**src/rtl/ovl_map_pkg.sv**
```systemverilog
package ovl_map_pkg;
  localparam int NUM_PORTS = 3;
  localparam int CTRL_W    = 2;
  localparam int NUM_WIN   = 2;

  // Port slot indices (slot order fixes the register array layout)
  localparam int SLOT_BANK = 0;
  localparam int SLOT_OVL  = 1;
  localparam int SLOT_SUB  = 2;

  // Bit positions inside each control register
  localparam int BIT_BANK_HI = 0;
  localparam int BIT_BANK_LO = 1;
  localparam int BIT_OVL1    = 0;
  localparam int BIT_OVL2    = 1;
  localparam int BIT_SUB_RST = 0;
  localparam int BIT_SUB_BRQ = 1;

  // Reset images: only the bus-request line idles high
  localparam logic [CTRL_W-1:0] RST_BANK = 2'b00;
  localparam logic [CTRL_W-1:0] RST_OVL  = 2'b00;
  localparam logic [CTRL_W-1:0] RST_SUB  = 2'b10;
endpackage

```
**src/rtl/ovl_io_decode.sv**
```systemverilog
module ovl_io_decode #(
  parameter int NUM_PORTS = 3,
  parameter int IO_AW     = 8,
  parameter logic [NUM_PORTS*IO_AW-1:0] PORT_MAP = 24'hFFFEFD
) (
  input  logic [IO_AW-1:0]     io_addr,
  output logic [NUM_PORTS-1:0] port_hit
);
  for (genvar g = 0; g < NUM_PORTS; g++) begin : g_cmp
    assign port_hit[g] = (io_addr == PORT_MAP[g*IO_AW +: IO_AW]);
  end
endmodule

```
**src/rtl/ovl_port_reg.sv**
```systemverilog
module ovl_port_reg #(
  parameter int W = 2,
  parameter logic [W-1:0] RST_VAL = '0
) (
  input  logic         clk,
  input  logic         rst_n,
  input  logic         we,
  input  logic [W-1:0] wdata,
  output logic [W-1:0] q
);
  always_ff @(posedge clk or negedge rst_n) begin
    if (!rst_n)  q <= RST_VAL;
    else if (we) q <= wdata;
  end

  // an enabled write lands on the next edge
  a_r2_load: assert property (@(posedge clk) disable iff (!rst_n)
    we |=> (q == $past(wdata)));
  // without a write the register holds
  a_r2_hold: assert property (@(posedge clk) disable iff (!rst_n)
    !we |=> $stable(q));
  // coming out of reset the register shows its reset image
  a_r3_reset_image: assert property (@(posedge clk) disable iff (!rst_n)
    $rose(rst_n) |-> (q == RST_VAL));
endmodule

```
**src/rtl/ovl_window.sv**
```systemverilog
module ovl_window #(
  parameter int AW = 16,
  parameter logic [AW-1:0] LO = 16'h4000,
  parameter logic [AW-1:0] HI = 16'h7FFF
) (
  input  logic [AW-1:0] addr,
  input  logic          mem_req,
  input  logic          en,
  output logic          hit
);
  assign hit = mem_req && en && (addr >= LO) && (addr <= HI);
endmodule

```
**src/rtl/ovl_map_top.sv**
```systemverilog
module ovl_map_top #(
  parameter int ADDR_W    = 16,
  parameter int DATA_W    = 8,
  parameter int IO_ADDR_W = 8,
  parameter logic [IO_ADDR_W-1:0] PORT_BANK = 8'hFD,
  parameter logic [IO_ADDR_W-1:0] PORT_OVL  = 8'hFE,
  parameter logic [IO_ADDR_W-1:0] PORT_SUB  = 8'hFF,
  parameter logic [ADDR_W-1:0] WIN1_LO = 16'h4000,
  parameter logic [ADDR_W-1:0] WIN1_HI = 16'h7FFF,
  parameter logic [ADDR_W-1:0] WIN2_LO = 16'h8000,
  parameter logic [ADDR_W-1:0] WIN2_HI = 16'hBFFF
) (
  input  logic              clk,
  input  logic              rst_n,
  input  logic [ADDR_W-1:0] addr,
  input  logic [DATA_W-1:0] data_in,
  input  logic              io_wr,
  input  logic              io_rd,
  input  logic              mem_req,
  input  logic              ras_req,
  input  logic              special_mode,
  input  logic              sub_rdy,
  input  logic              sub_ack,
  output logic [DATA_W-1:0] data_out,
  output logic              data_out_en,
  output logic              ovl_en1,
  output logic              ovl_en2,
  output logic              bank_hi_sel,
  output logic              bank_lo_sel,
  output logic              sub_rst,
  output logic              sub_busreq,
  output logic              ovl_sel,
  output logic              ram_ras
);
  import ovl_map_pkg::*;

  localparam int NP = NUM_PORTS;
  localparam int CW = CTRL_W;
  localparam int NW = NUM_WIN;
  localparam logic [NP*IO_ADDR_W-1:0] PORT_MAP = {PORT_SUB, PORT_OVL, PORT_BANK};
  localparam logic [NP*CW-1:0]        RST_MAP  = {RST_SUB, RST_OVL, RST_BANK};
  localparam logic [NW*ADDR_W-1:0]    WIN_LO   = {WIN2_LO, WIN1_LO};
  localparam logic [NW*ADDR_W-1:0]    WIN_HI   = {WIN2_HI, WIN1_HI};

  // ---------------- port decode ----------------
  logic [NP-1:0] port_hit;
  ovl_io_decode #(.NUM_PORTS(NP), .IO_AW(IO_ADDR_W), .PORT_MAP(PORT_MAP)) u_dec (
    .io_addr  (addr[IO_ADDR_W-1:0]),
    .port_hit (port_hit)
  );

  // ---------------- control registers ----------------
  logic [CW-1:0] reg_q [NP];
  logic          unused_data;
  assign unused_data = ^data_in[DATA_W-1:CW];

  for (genvar g = 0; g < NP; g++) begin : g_reg
    ovl_port_reg #(.W(CW), .RST_VAL(RST_MAP[g*CW +: CW])) u_reg (
      .clk   (clk),
      .rst_n (rst_n),
      .we    (io_wr && port_hit[g]),
      .wdata (data_in[CW-1:0]),
      .q     (reg_q[g])
    );
  end

  assign bank_hi_sel = reg_q[SLOT_BANK][BIT_BANK_HI];
  assign bank_lo_sel = reg_q[SLOT_BANK][BIT_BANK_LO];
  assign ovl_en1     = reg_q[SLOT_OVL][BIT_OVL1];
  assign ovl_en2     = reg_q[SLOT_OVL][BIT_OVL2];
  assign sub_rst     = reg_q[SLOT_SUB][BIT_SUB_RST];
  assign sub_busreq  = reg_q[SLOT_SUB][BIT_SUB_BRQ];

  // ---------------- overlay windows and strobe gate ----------------
  logic [NW-1:0] win_en;
  logic [NW-1:0] win_hit;
  assign win_en = {ovl_en2, ovl_en1};

  for (genvar w = 0; w < NW; w++) begin : g_win
    ovl_window #(.AW(ADDR_W), .LO(WIN_LO[w*ADDR_W +: ADDR_W]),
                 .HI(WIN_HI[w*ADDR_W +: ADDR_W])) u_win (
      .addr    (addr),
      .mem_req (mem_req),
      .en      (win_en[w]),
      .hit     (win_hit[w])
    );
  end

  assign ovl_sel = |win_hit;
  assign ram_ras = ras_req && !(ovl_sel && !special_mode);

  // ---------------- read-back ----------------
  logic [DATA_W-1:0] rd_word;
  always_comb begin
    rd_word = '0;
    if (port_hit[SLOT_BANK]) rd_word[CW-1:0] = reg_q[SLOT_BANK];
    if (port_hit[SLOT_OVL])  rd_word[CW-1:0] = reg_q[SLOT_OVL];
    if (port_hit[SLOT_SUB])  rd_word[3:0]    = {sub_busreq, sub_rst, sub_ack, sub_rdy};
  end

  assign data_out_en = io_rd && (|port_hit);
  assign data_out    = data_out_en ? rd_word : '0;

  // ---------------- assertions ----------------
  // overlay 1 redirects its window
  a_r4_win1_select: assert property (@(posedge clk) disable iff (!rst_n)
    (mem_req && ovl_en1 && addr[15:14] == 2'b01) |-> ovl_sel);
  // overlay 2 redirects its window
  a_r5_win2_select: assert property (@(posedge clk) disable iff (!rst_n)
    (mem_req && ovl_en2 && addr[15:14] == 2'b10) |-> ovl_sel);
  // the top quarter is never overlaid
  a_r5_top_clear: assert property (@(posedge clk) disable iff (!rst_n)
    (addr[15:14] == 2'b11) |-> !ovl_sel);
  // overlaid normal access never strobes base RAM
  a_r6_ras_blocked: assert property (@(posedge clk) disable iff (!rst_n)
    (ovl_sel && !special_mode) |-> !ram_ras);
  // strobe without a memory request passes
  a_r6_refresh_pass: assert property (@(posedge clk) disable iff (!rst_n)
    (!mem_req && ras_req) |-> ram_ras);
  // special mode lets the strobe through
  a_r7_mode_pass: assert property (@(posedge clk) disable iff (!rst_n)
    (special_mode && ras_req) |-> ram_ras);
  // bus released unless reading
  a_r10_release: assert property (@(posedge clk) disable iff (!rst_n)
    !io_rd |-> (!data_out_en && data_out == '0));
  // overlay written on the previous edge acts at once
  a_r11_immediate: assert property (@(posedge clk) disable iff (!rst_n)
    ($past(rst_n) && $past(io_wr && port_hit[SLOT_OVL] && data_in[0]) &&
     mem_req && addr[15:14] == 2'b01) |-> ovl_sel);
endmodule

```
**config.mk**
```make
export PLATFORM = sky130hd
export DESIGN_NAME = ovl_map_top
export DESIGN_NICKNAME = d
export VERILOG_FILES = /design/src/rtl/ovl_map_pkg.sv /design/src/rtl/ovl_io_decode.sv /design/src/rtl/ovl_port_reg.sv /design/src/rtl/ovl_window.sv /design/src/rtl/ovl_map_top.sv
export SDC_FILE = /design/constraint.sdc
export NUM_CORES = 1
export LEC_CHECK = 0
export BUFFER_PORTS_ARGS = -buffer_cell sky130_fd_sc_hd__buf_2
export CAP_MARGIN = 25
export CORE_UTILIZATION = 34
export DETAILED_ROUTE_END_ITERATION = 10
export PLACE_DENSITY = 0.79
export SLEW_MARGIN = 10
export SYNTH_ARGS = -nofsm -noshare
export SYNTH_HDL_FRONTEND = slang
export SYNTH_HIERARCHICAL = 1
export SYNTH_SLANG_ARGS = --single-unit
```
**constraint.sdc**
```tcl
create_clock -name clk -period 2.7 [get_ports clk]
set_clock_uncertainty 0.15 [all_clocks]
set_input_delay 0.135 -clock clk [delete_from_list [all_inputs] [get_ports clk]]
set_output_delay 0.135 -clock clk [all_outputs]
set_load 0.02 [all_outputs]
```
==> results of run 1 <==
through the flow:
step | cells | hold WS (ns) | cell area [µm²]
CTS | 97 | 0.0843 | 663
detailed placement | 90 | -0.187 | 607
global route | 97 | 0.105 | 663
global placement | 90 | -0.190 | 607
floorplan | 47 | -0.311 | 454
finish | 97 | 0.108 | 663
cells in the final DEF, fill, tap and decap left out, types with 2 or more instances in the layout:
cell type	instances
clkbuf_4	3
a21oi_1	2
and4b_1	2
dfrtp_1	5
dlygate4sd3_1	3
buf_2	33
mux2_2	6
inv_1	5
nand3b_1	2
nand2_1	2
a221oi_1	2
conb_1	4
and3_2	2
and2_1	2
cells in the mapped netlist:
| library cell | instances | area share |
|---|---|---|
| nand4_2 | 1 | 0.028 |
| and3_2 | 2 | 0.034 |
| buf_4 | 4 | 0.068 |
| inv_1 | 5 | 0.042 |
| a221oi_1 | 2 | 0.040 |
| nand2_1 | 2 | 0.017 |
| or2_2 | 1 | 0.014 |
| a21boi_0 | 1 | 0.017 |
| nand3b_1 | 2 | 0.034 |
| dfstp_2 | 1 | 0.059 |
| a21oi_1 | 2 | 0.023 |
| nor3_1 | 1 | 0.011 |
| and2_2 | 1 | 0.017 |
| o31ai_1 | 1 | 0.017 |
| mux2_2 | 6 | 0.15 |
| and2_1 | 2 | 0.028 |
| conb_1 | 1 | 0.0085 |
| dfrtp_1 | 5 | 0.28 |
| nor4_2 | 1 | 0.028 |
| nor4b_2 | 1 | 0.034 |
| and4b_1 | 2 | 0.045 |
kinds of logic after synthesis:
logic type	after synthesis	share of synthesized area
AND/OR/NAND/NOR	16	0.291
buffers and inverters	9	0.110
AO/OA/AOI/OAI	6	0.0961
multiplexers	6	0.153
flip-flops	6	0.342
other	1	0.00847
power groups by stage:
stage / Sequential [µW] / Clock (µW) / Combinational [µW]
floorplan: 105 / 0 / 20.0
global route: 99.2 / 102 / 52.7
global placement: 99.9 / 0 / 44.6
CTS: 98.7 / 91.7 / 48.5
detailed placement: 99.9 / 0 / 45.2
finish: 98.7 / 86.0 / 48.4
layout make-up:
| cell class | count | area [µm²] | area share |
|---|---|---|---|
| inverter | 5 | 18.8 | 0.0283 |
| clock buffer | 4 | 26.3 | 0.0396 |
| sequential | 6 | 151 | 0.228 |
| tap | 14 | 17.5 | 0.0264 |
| multi-input combinational | 32 | 254 | 0.383 |
| timing repair buffer | 36 | 195 | 0.294 |
critical path, delay by kind of cell:
family / cells / cell delay, ns
and+or+nand+nor: 2 / 0.78
AOI/OAI and AO/OA: 2 / 0.45
buffers and inverters: 2 / 0.29
routing by layer:
metal	track usage	vias to the layer above	wire length [µm]	part of all wire
met1	0.150	205	394	0.40
met5	0	-	0	0
met3	0.0349	2	76	0.077
met2	0.237	20	507	0.51
met4	0.161	0	12	0.012
li1	-	231	-	-
worst min path at each step:
stage	start	to	slack, ns	depth (start not counted)
detailed placement	rst_n	g_reg[0].u_reg/q[1]	-0.19	1
CTS	rst_n	g_reg[0].u_reg/q[1]	0.08	2
finish	rst_n	g_reg[1].u_reg/q[1]	0.11	2
global placement	rst_n	g_reg[0].u_reg/q[1]	-0.19	1
floorplan	rst_n	g_reg[0].u_reg/q[0]	-0.31	0
global route	rst_n	g_reg[1].u_reg/q[1]	0.11	2
==> flow_summary.json, run 1 <==
{
  "die_x_um": 38.1,
  "power_switching_uw": 59.8,
  "p_leak_uw": 0.000391,
  "internal_power_uw": 173,
  "total_power_uw": 233,
  "synthesis.area_um2": 443,
  "largestRegisters": "g.u_reg/q (6)",
  "die_h_um": 38.1,
  "p_per_area_mw_per_mm2": 352,
  "pwr-share-clk": 0.369,
  "path_class": "in2out",
  "slew_viol_final": 0,
  "switching_share": 0.256,
  "ir_worst_vdd_mv": 0.251,
  "grt_pass1_wl_um": 1390,
  "num_rows": 12,
  "clockBufferDepth": 2,
  "post-place-ws_ns": 0.754,
  "layout_setup_ws_ns": 0.754,
  "synth-seq-cells": 6,
  "cts_resized": 0,
  "io_pins": 50,
  "critPathMaxStageDelay_ns": 0.64,
  "place_hpwl_um": 795,
  "slew_headroom": 0.513,
  "crit_path_frequent_cell": "buf_2",
  "cp.arrival_ns": 1.66,
  "cts_sinks": 6,
  "place.gp.congestion": 0.646,
  "area_delta_synth_final_pct": 49.7,
  "syn_inst": 44,
  "path_cells": "buf_2 -> nand4_2 -> nor3_1 -> o31ai_1 -> a221oi_1 -> buf_2",
  "drt_iter0_drc": 7,
  "fin_crit_ns": 1.95,
  "pwr-share-comb": 0.208,
  "port_buffers": 33,
  "vias": 458,
  "worstSetupStartpointType": "input pin",
  "die-area_mm2": 0.00145,
  "crit_end": "data_out[0]",
  "cts_tree": "built",
  "hold_viol": 0,
  "rsz0062_at_grt": "false",
  "setup.worst_path.start": "addr[6]",
  "setup_viol": 0,
  "tns_ns": 0,
  "drc_errors": 0,
  "cts_buffers": 3,
  "ctsRootBufferMaster": "clkbuf_4",
  "cp.required_ns": 2.41,
  "worst-r2r-cell-count": 1,
  "track_usage": 0.149,
  "largest_reg_flops": 6,
  "reg2reg_to": "g_reg[1].u_reg/q[0]",
  "diodes": 0,
  "clkLatencyLatePin_ns": 0.24,
  "cp_slowest_cell": "nor3_1",
  "seqPwrFrac": 0.423,
  "post-route-util": 0.574,
  "largest_register": "g.u_reg/q",
  "ys_seq_area_frac": 0.342,
  "synth_cell_types": 21,
  "vias_per_cell": 4.72,
  "reg2reg_slack_ns": 1.76,
  "path_max_fanout": 8,
  "clk_pin_slew_ns": 0.05,
  "n_fill_cell": 118,
  "wl_um": 990,
  "h-tree-depth": 1,
  "worstMarginPinSlew_ns": 0.724,
  "drive_gt1_frac": 0.602,
  "gr-total-overflow": 0,
  "final_nets": 117,
  "grt_max_degree": 9,
  "yosysWarningCount": 6,
  "cap_viol_max_count": 0,
  "wl_per_cell_um": 10.2,
  "outcome": "complete, no violations",
  "ant_nets": 0,
  "start_util": 0.383,
  "hold_path_class": "in2async",
  "coreArea_mm2": 0.00116,
  "syn_area_per_cell_um2": 10.1,
  "layout_worst_path_cycle_share": 0.721,
  "cts_hold_buffers": 3,
  "critPathCaptureType": "output port",
  "grt_pass1_vias": 354,
  "worstReg2RegStart": "g_reg[1].u_reg/q[0]",
  "dr.pass1.iters": 3,
  "antenna_found_initial": 0,
  "cts_setup_buffers": 0,
  "clock.fmax_ghz": 0.514
}
No activity file was read; power rests on OpenSTA's default activity.
==> run 2: changes to the inputs <==
--- a/config.mk
+++ b/config.mk
@@ -7,9 +7,9 @@
 export LEC_CHECK = 0
 export BUFFER_PORTS_ARGS = -buffer_cell sky130_fd_sc_hd__buf_2
 export CAP_MARGIN = 25
-export CORE_UTILIZATION = 34
+export CORE_UTILIZATION = 29
 export DETAILED_ROUTE_END_ITERATION = 10
-export PLACE_DENSITY = 0.79
+export PLACE_DENSITY = 0.71
 export SLEW_MARGIN = 10
 export SYNTH_ARGS = -nofsm -noshare
 export SYNTH_HDL_FRONTEND = slang
==> constraint.sdc (replaced) <==
create_clock -name clk -period 1.6 [get_ports clk]
set_clock_uncertainty 0.15 [all_clocks]
set_input_delay 0.08 -clock clk [delete_from_list [all_inputs] [get_ports clk]]
set_output_delay 0.08 -clock clk [all_outputs]
set_load 0.02 [all_outputs]
==> run 2 against run 1 <==
- utilization is 1.1 points lower
- sequential share of layout area decreased by 3.1 points
- largest cell class unchanged
- flip-flop and latch count stayed put
- register-to-register slack worse by 1.2 ns
- first-iteration DRC count shrank 71%
- critical path depth is 2 lower
- critical path type is now reg2out
- via count increased by 1.7%
- clock power rose by 63%
- setup slack got worse by 0.69 ns
- final area rose by 16%
- highest routed layer is now met3
- sequential power grew 67%
==> flow_summary.json, run 2 (synthesis gave the netlist of run 1 again) <==
{
  "critPathCaptureType": "output port",
  "post-route-util": 0.562,
  "final_cell_mix": "buf_2 (27), mux2_2 (6), buf_4 (6), inv_1 (5), dfrtp_1 (5)",
  "hold_path_class": "in2async",
  "track_usage": 0.113,
  "port_buffers": 33,
  "worstSetupStartpointType": "flip-flop",
  "hold_viol": 0,
  "num_rows": 13,
  "hold_slack_ns": 0.0400,
  "largestRegisters": "g.u_reg/q (6)",
  "gr-total-overflow": 0,
  "outcome": "complete, no violations",
  "clockBufferDepth": 2,
  "wl_per_cell_um": 10.4,
  "slew_viol_final": 0,
  "grt_max_degree": 9,
  "h-tree-depth": 1,
  "die_x_um": 41.1,
  "grt_pass1_vias": 324,
  "path_cells": "and4b_1 -> or2_4 -> a21boi_2 -> buf_4",
  "cp.arrival_ns": 1.30,
  "drive_gt1_frac": 0.655,
  "n_fill_cell": 137,
  "place.gp.congestion": 0.705,
  "clock.fmax_ghz": 0.653,
  "cts_tree": "built",
  "clkLatencyLatePin_ns": 0.23,
  "die_h_um": 41.1,
  "vias": 466,
  "worst-r2r-cell-count": 2,
  "final_common_cell": "buf_2",
  "cp_slowest_cell": "dfrtp_1",
  "fin_crit_ns": 1.53,
  "largest_reg_flops": 6,
  "reg2reg_to": "g_reg[1].u_reg/q[0]",
  "tns_ns": 0,
  "antenna_found_initial": 0,
  "place_hpwl_um": 837,
  "ctsRootBufferMaster": "clkbuf_4",
  "cap_viol_max_count": 0,
  "rsz0062_at_grt": "true",
  "critPathMaxStageDelay_ns": 0.37,
  "coreArea_mm2": 0.00137,
  "vias_per_cell": 4.57,
  "ant_nets": 0,
  "cts_buffers": 3,
  "diodes": 0,
  "area_delta_synth_final_pct": 73.4,
  "cts_sinks": 6,
  "final_nets": 121,
  "p_leak_uw": 0.000426,
  "wl_um": 1060,
  "die-area_mm2": 0.00169,
  "clk_pin_slew_ns": 0.04,
  "largest_register": "g.u_reg/q",
  "path_class": "reg2out",
  "cp.required_ns": 1.37,
  "ir_worst_vdd_mv": 0.648,
  "start_util": 0.324,
  "grt_pass1_wl_um": 1300,
  "p_per_area_mw_per_mm2": 529,
  "drt_iter0_drc": 2,
  "layout_worst_path_cycle_share": 0.957,
  "dr.pass1.iters": 3,
  "setup_viol": 0,
  "drc_errors": 0,
  "worstReg2RegStart": "g_reg[1].u_reg/q[0]",
  "io_pins": 50,
  "path_max_fanout": 2,
  "reg2reg_slack_ns": 0.57
}
-- run 2: cell types whose count changed in the layout (fill, tap and decap cells not counted), sizes merged --
cell / before / now
buf: 33 / 37
-- run 2: stage by stage --
stage | area [µm²] | cells | setup WS (ns) | power (µW)
floorplan | 454 | 47 | -0.0559 | 211
global placement | 623 | 93 | 0.0148 | 245
detailed placement | 623 | 93 | -0.00192 | 246
CTS | 708 | 102 | 0.0407 | 404
global route | 768 | 102 | -0.0228 | 437
finish | 768 | 102 | 0.0686 | 407
-- run 2: final cells by class --
cell class                 instances  area [µm²]  share of cell area
tap                               15        18.8              0.0244
clock buffer                       4        26.3              0.0342
sequential                         6         151               0.197
inverter                           5        18.8              0.0244
multi-input combinational         32         298               0.388
timing repair buffer              40         255               0.332
-- run 2: worst max-delay path, delay by kind of cell, from the launching register on --
family | cells | cell delay (ns)
flip-flops | 1 | 0.37
buffers and inverters | 1 | 0.15
AO/OA/AOI/OAI | 1 | 0.12
AND/OR/NAND/NOR | 2 | 0.43
-- run 2: how the worst max path moves through the flow --
stage                        start          end  slack (ns)  cells past startpoint
4_1_cts        g_reg[1].u_reg/q[1]      ram_ras        0.04                      4
6_report       g_reg[1].u_reg/q[0]      ram_ras        0.07                      4
3_5_place_dp               addr[6]  data_out[1]      -0.002                      6
2_1_floorplan              addr[6]  data_out[0]       -0.06                      4
3_3_place_gp               addr[6]  data_out[0]        0.01                      6
5_1_grt                    addr[4]  data_out[1]       -0.02                      6
-- run 2: power breakdown --
group	total, µW	switching, µW	internal (µW)
logic	101	50.9	50.1
registers	165	4.64	161
clock network	140	46.3	93.9
-- run 2: metal layers --
layer / wire (µm) / share of wire / global-route usage
met5: 0 / 0 / 0
met4: 0 / 0 / 0.0500
met3: 56 / 0.053 / 0
met2: 605 / 0.57 / 0.195
met1: 397 / 0.37 / 0.147
-- run 2: repair_timing --
| action | in CTS | in global routing |
|---|---|---|
| gates resized for setup | 3 | 10 |
| endpoints found under the setup margin | 3 | 3 |
| pin swaps | 1 | 4 |
| hold buffers | 3 | 0 |
| endpoints found under the hold margin | 12 | 0 |
| buffers inserted | 2 | 0 |
